$ cat src/rtl/adc_rx_pkg.sv
`timescale 1ns/1ps
package adc_rx_pkg;
  localparam int unsigned ADC_W       = 14;  // converter resolution
  localparam int unsigned FILL_STAGES = 2;   // rising edges until first aligned pair
endpackage

$ cat src/rtl/ddr_capture_cell.sv
`timescale 1ns/1ps
// One rising and one falling register per pin.
module ddr_capture_cell #(
  parameter int unsigned W = 15
) (
  input  logic         clk_i,
  input  logic         rst_ni,
  input  logic [W-1:0] pin_i,
  output logic [W-1:0] rise_o,
  output logic [W-1:0] fall_o
);
  for (genvar b = 0; b < W; b++) begin : g_pin
    logic rise_q, fall_q;

    always_ff @(posedge clk_i or negedge rst_ni) begin
      if (!rst_ni) rise_q <= 1'b0;
      else         rise_q <= pin_i[b];
    end

    always_ff @(negedge clk_i or negedge rst_ni) begin
      if (!rst_ni) fall_q <= 1'b0;
      else         fall_q <= pin_i[b];
    end

    assign rise_o[b] = rise_q;
    assign fall_o[b] = fall_q;
  end
endmodule

$ cat src/rtl/same_edge_align.sv
`timescale 1ns/1ps
// Re-registers both edge words on the next rising edge.
module same_edge_align #(
  parameter int unsigned W = 15
) (
  input  logic         clk_i,
  input  logic         rst_ni,
  input  logic [W-1:0] rise_i,
  input  logic [W-1:0] fall_i,
  output logic [W-1:0] first_o,
  output logic [W-1:0] second_o
);
  always_ff @(posedge clk_i or negedge rst_ni) begin
    if (!rst_ni) begin
      first_o  <= '0;
      second_o <= '0;
    end else begin
      first_o  <= rise_i;
      second_o <= fall_i;
    end
  end
endmodule

$ cat src/rtl/valid_fill.sv
`timescale 1ns/1ps
module valid_fill #(
  parameter int unsigned STAGES = 2
) (
  input  logic clk_i,
  input  logic rst_ni,
  output logic valid_o
);
  logic [STAGES-1:0] fill_q;

  if (STAGES == 1) begin : g_one
    always_ff @(posedge clk_i or negedge rst_ni) begin
      if (!rst_ni) fill_q <= '0;
      else         fill_q <= 1'b1;
    end
  end else begin : g_shift
    always_ff @(posedge clk_i or negedge rst_ni) begin
      if (!rst_ni) fill_q <= '0;
      else         fill_q <= {fill_q[STAGES-2:0], 1'b1};
    end
  end

  assign valid_o = fill_q[STAGES-1];
endmodule

$ cat src/rtl/adc_iq_deint.sv
`timescale 1ns/1ps
module adc_iq_deint #(
  parameter int unsigned DATA_W = adc_rx_pkg::ADC_W
) (
  input  logic              clk_i,
  input  logic              rst_ni,
  input  logic [DATA_W-1:0] d_i,
  input  logic              ovr_i,
  output logic [DATA_W-1:0] i_o,
  output logic [DATA_W-1:0] q_o,
  output logic              ovr_o,
  output logic              valid_o
);
  localparam int unsigned BUS_W = DATA_W + 1;  // data plus over-range bit
  localparam int unsigned OVR_B = DATA_W;

  logic [BUS_W-1:0] rise_word, fall_word;
  logic [BUS_W-1:0] pair_first, pair_second;

  ddr_capture_cell #(.W(BUS_W)) u_cap (
    .clk_i  (clk_i),
    .rst_ni (rst_ni),
    .pin_i  ({ovr_i, d_i}),
    .rise_o (rise_word),
    .fall_o (fall_word)
  );

  same_edge_align #(.W(BUS_W)) u_align (
    .clk_i    (clk_i),
    .rst_ni   (rst_ni),
    .rise_i   (rise_word),
    .fall_i   (fall_word),
    .first_o  (pair_first),
    .second_o (pair_second)
  );

  valid_fill #(.STAGES(adc_rx_pkg::FILL_STAGES)) u_fill (
    .clk_i   (clk_i),
    .rst_ni  (rst_ni),
    .valid_o (valid_o)
  );

  assign i_o   = pair_first[DATA_W-1:0];
  assign q_o   = pair_second[DATA_W-1:0];
  assign ovr_o = pair_first[OVR_B] | pair_second[OVR_B];
endmodule

$ cat config.mk
export PLATFORM = sky130hd
export DESIGN_NAME = adc_iq_deint
export DESIGN_NICKNAME = d
export VERILOG_FILES = /design/src/rtl/adc_rx_pkg.sv /design/src/rtl/ddr_capture_cell.sv /design/src/rtl/same_edge_align.sv /design/src/rtl/valid_fill.sv /design/src/rtl/adc_iq_deint.sv
export SDC_FILE = /design/constraint.sdc
export NUM_CORES = 1
export LEC_CHECK = 0
export BUFFER_PORTS_ARGS = -buffer_cell sky130_fd_sc_hd__buf_2
export CAP_MARGIN = 15
export CORE_MARGIN = 2
export CORE_UTILIZATION = 53
export CTS_BUF_LIST = sky130_fd_sc_hd__clkbuf_4 sky130_fd_sc_hd__clkbuf_8
export CTS_CLUSTER_SIZE = 14
export DETAILED_ROUTE_END_ITERATION = 10
export GPL_ROUTABILITY_DRIVEN = 0
export PLACE_DENSITY = 0.82
export SYNTH_ARGS = -nofsm -noshare
export SYNTH_HDL_FRONTEND = slang
export SYNTH_SLANG_ARGS = --single-unit
$ cat constraint.sdc
create_clock -name clk_i -period 0.8 [get_ports clk_i]
set_input_delay 0.04 -clock clk_i [delete_from_list [all_inputs] [get_ports clk_i]]
set_output_delay 0.04 -clock clk_i [all_outputs]
set_load 0.01 [all_outputs]
# Word level (Yosys, flattened, before mapping)
# Index checks and enable logic that the tools add are counted.
dict set report totals {
  reg_bits 62
  inputBits 17
  out_inout_bits 30
  wordCells 34
}
dict set report classes {
  n_bitwise 1
}
# op n
set op_table {}
lappend op_table {{1-bit bitwise OR} 1}

# Logic depth before layout (Yosys ltp)
dict set report depth {
  depth_word 1
  mapped_depth 1
  mapped_depth_nobuf 1
}

# Hierarchy
# Synthesis repeated with hierarchy kept, for this count alone.
dict set report unflattened {
  cells_unflattened 94
  area_unflattened_um2 1786.7
}
# module n_inst cells_each area_per_inst_um2 seq_area_each_um2
set modules_own_cells {}
lappend modules_own_cells {ddr_capture_cell 1 60 975.9 750.7}
lappend modules_own_cells {same_edge_align 1 30 750.7 750.7}
lappend modules_own_cells {valid_fill 1 3 53.8 50.0}
lappend modules_own_cells {adc_iq_deint 1 1 6.3 0.0}

==> results.md <==
- Port buffering added 46 buffers.
- The detail route stage leaves a number of antenna-violating nets equal to 0.
- The worst setup slack before clock tree synthesis is -47.9 ps.
- At the worst endpoint, the arrival time is 1080 ps.
- The Yosys step of the flow raised 0 warnings.
- The biggest area consumer among synthesized cells is dfrtp_1.
- The highest fanout seen on the critical path is 1.
- The worst setup path is of the reg -> out kind.
- Dividing the final minimum period by the clock period gives 140%.
- The number of rows created at floorplan is 20.
- Sequential cells burn 59.8% of the power.
- Counting the fill cells in the layout gives 198.
- The floorplan step set the die width to 61.8 um.
- The number of nets handed over by synthesis was 109.
- Pin placement for this block handled 47 I/O pins.
- The number of violations reported at the end of detailed-routing iteration 0 is 6.
- The count of endpoints failing setup in the final report is 45.
- After detailed placement, the design holds a cell count of 159.
- The first global-routing pass estimated 3660 um of wire.
- Averaged over all synthesized cells, the footprint is 19.3 um^2.
- The CTS clock-pin slew for the worst setup and hold paths is 80 ps.
- In the final layout, the share of cells above drive strength 1 is 45.6%.
- Summing all multi-input logic gate instances after layout gives 10.0 um^2.
- The pin count of the biggest net entering global routing is 36.
- Once layout is done, the placed cells without fillers occupy 0.00225 mm^2.
- The required time of the critical path is 760 ps.
- The estimated wirelength of the detail-placed design is 1410 um.
- The flow ran to the end, but the final reports show violations.
- The number of cells on the worst reg-to-reg path is 0.
- The proportion of synthesized chip area in sequential cells is 87.6%.
- After detailed routing, the average wire length per cell comes to 12.8 um.
- The highest attainable clock frequency is 893 MHz.
- Counting flops and latches in the post-synthesis netlist gives 62.
- Leaving out fill and tap cells, the most frequent cell in the layout is dfrtp_1.
- The sequential cell area is 0.00155 mm^2.
- The fraction of the mapped netlist area in simple logic gates is 0.353%.
- The area added between synthesis and finish is 27.0%.
- The root buffer cell is clkbuf_4.
- The portion of total power attributed to combinational logic is 6.1%.
- The number of buffers and inverters on the critical path is 1.
- The checks that failed: setup timing.
- The proportion of netlist area held by the largest area contributor is 66.4%.
- The total number of H-tree levels is 3.
- The initial utilization of the core area, before any placement, comes to 56.6%.
- After layout, the worst setup slack is -320 ps.
- The adder-cell area share of the yosys netlist is 0%.
- By area the synthesized netlist is led by dfrtp_1 (66%), dfrtn_1 (21%), buf_4 (12%).
- The final period demand of the worst path is 1120 ps.
- The internal portion of the total power is 4430 uW.
- Across every metal layer, demand over resource in global routing totals 15.0%.
- The launching element type of the critical path is a register.
- Leaving out filler cells and counting taps, the final layout contains 191.
- In the routed layout, each cell is associated on average with a via count of 4.10.
- On the final layout, the worst hold slack is 83.7 ps.
- In the layout the commonest cells are dfrtp_1 (47), buf_2 (36), dlygate4sd3_1 (16).
- The total leakage power is 0.00110 uW.
- Along the worst hold path, the cell count comes to 1.
- The final sum of negative setup slack is -3970 ps.
- The power density over the cells is 2480 mW/mm^2.
- The insertion delay of the later-clocked pin in the worst-skew pair is 380 ps.
- Among all stages on the critical path, the largest delay is contributed by dfrtp_1.
- Measured against the total synthesized area, the mux share comes to 0%.
- In this design, the stage delay of the slowest critical-path cell is 370 ps.
- The number of nets in the layout is 159.
- Setup repair after global routing could not meet its margin everywhere.
- The number of antenna violations at the first check in global routing is 0.
- Of the total synthesized cell area, the portion taken by XOR and XNOR cells is 0%.
- The number of max-slew violations in the final report is 0.
- The number of global-route vias before repair came to 878.
- Measured along the y axis, the die boundary spans 61.8 um.
- The final hold violation count is 0.
- After detailed placement, the total cell area comes to 0.00190 mm^2.
- By area, the combinational part of the netlist is dominated by buffers and inverters.
- VDD sags by at most 1580 uV.
- Grouping stages by cell kind, the critical path spends the most delay in flip-flops.
- In this run switching power makes up 20.8% of total power.
- The clock passes through at most 2 buffers.
- The cell area after technology mapping is 0.00177 mm^2.
- The number of distinct library cell variants in the gate-level netlist after synthesis is 5.
- In this run, CTS created clock tree buffers numbering 9.
- The overall die area is 0.00382 mm^2.
- The critical path capture point type is an output pin.
- Summed over all layers, the global routing overflow is 0.
- The total length of routed wires is 2450 um.
- The first-pass iteration count of the detailed router is 3.
- Detailed routing inserted a total of 783 vias.
- For this run, design rule violations remaining after detail routing come to 0.
- For the final database, setup skew stands at 34.8 ps.
- The count of cell instances traversed by the critical path is 2.
- The path class of the lowest-slack min-delay path is in -> reg.
- The core region is 0.00313 mm^2.
- The repair_antennas step left the layout with diodes totalling 0.
- The count of mapped cells out of synthesis is 92.
- The max-cap violation count is 0.
- TritonCTS built the clock tree.
- The complex-gate fraction of the synthesized area is 0%.
- The number of clock sinks is 62.
- The share of total power in the clock network is 34.1%.
- The signal on the critical path passes through or2_1 > buf_2.
- The analysis attributes to net switching a power of 1160 uW.
## registers in the layout, indices dropped and copies added, names as in the netlist
name	flops
u_align.first_o	15
u_align.second_o	15
u_cap.g_pin.fall_q	15
u_cap.g_pin.rise_q	15
u_fill.fill_q	2
## worst paths after layout
kind                                       startpoint                endpoint  slack [ps]
worst max-delay path             u_align.second_o[14]                   ovr_o        -320
worst min-delay path                          d_i[13]  u_cap.g_pin[13].fall_q          80
worst max register to register  u_cap.g_pin[2].fall_q     u_align.second_o[2]         -30
worst min register to register  u_cap.g_pin[9].rise_q      u_align.first_o[9]         350
max in group asynchronous                      rst_ni   u_cap.g_pin[3].fall_q         110
min in group asynchronous                      rst_ni   u_cap.g_pin[0].rise_q         160
## area by class of cell
| class | count | share of cell area (%) |
|---|---|---|
| Clock buffer | 15 | 5.56 |
| Clock inverter | 1 | 0.222 |
| Multi-Input combinational cell | 2 | 0.445 |
| Sequential cell | 62 | 69.0 |
| Tap cell | 44 | 2.45 |
| Timing Repair Buffer | 67 | 22.4 |
## cell usage after synthesis
cell	n
dfrtp_1	47
or2_1	1
buf_4	28
conb_1	1
dfrtn_1	15
## metal layers
layer	vias up	routed length (um)	GRT usage (%)
met3	5	218	8.90
met5	-	0	0
li1	356	-	-
met1	383	909	14.2
met4	0	38	9.12
met2	39	1290	24.8
## kinds of logic (layout without fill, tap and decap cells)
family | after synthesis | after routing
other | 1 | 1
buffers and inverters | 28 | 83
flip-flops | 62 | 62
AND/OR/NAND/NOR | 1 | 1
## power by group through the flow
stage,Clock [uW],Sequential (uW),Combinational (uW)
final,1910,3340,343
after floorplan,0,3390,146
after CTS,1960,3340,319
after global placement,0,3390,249
after detailed placement,0,3400,258
after global routing,2090,3360,383
## what timing repair did
| item | in CTS | in global routing |
|---|---|---|
| endpoints found under the setup margin | 45 | 45 |
| hold buffers | 16 | 0 |
| pin swaps | 1 | 1 |
| resized for setup | 0 | 10 |
| buffers inserted | 0 | 0 |
| hold endpoints to repair | 77 | 0 |
## per-stage QoR
step	util, %	total power, uW
after CTS	69.9	5610
final	71.9	5590
after floorplan	-	3530
after detailed placement	60.6	3660
after global placement	60.6	3640
after global routing	71.9	5830
(Power assumes the default switching activity.)
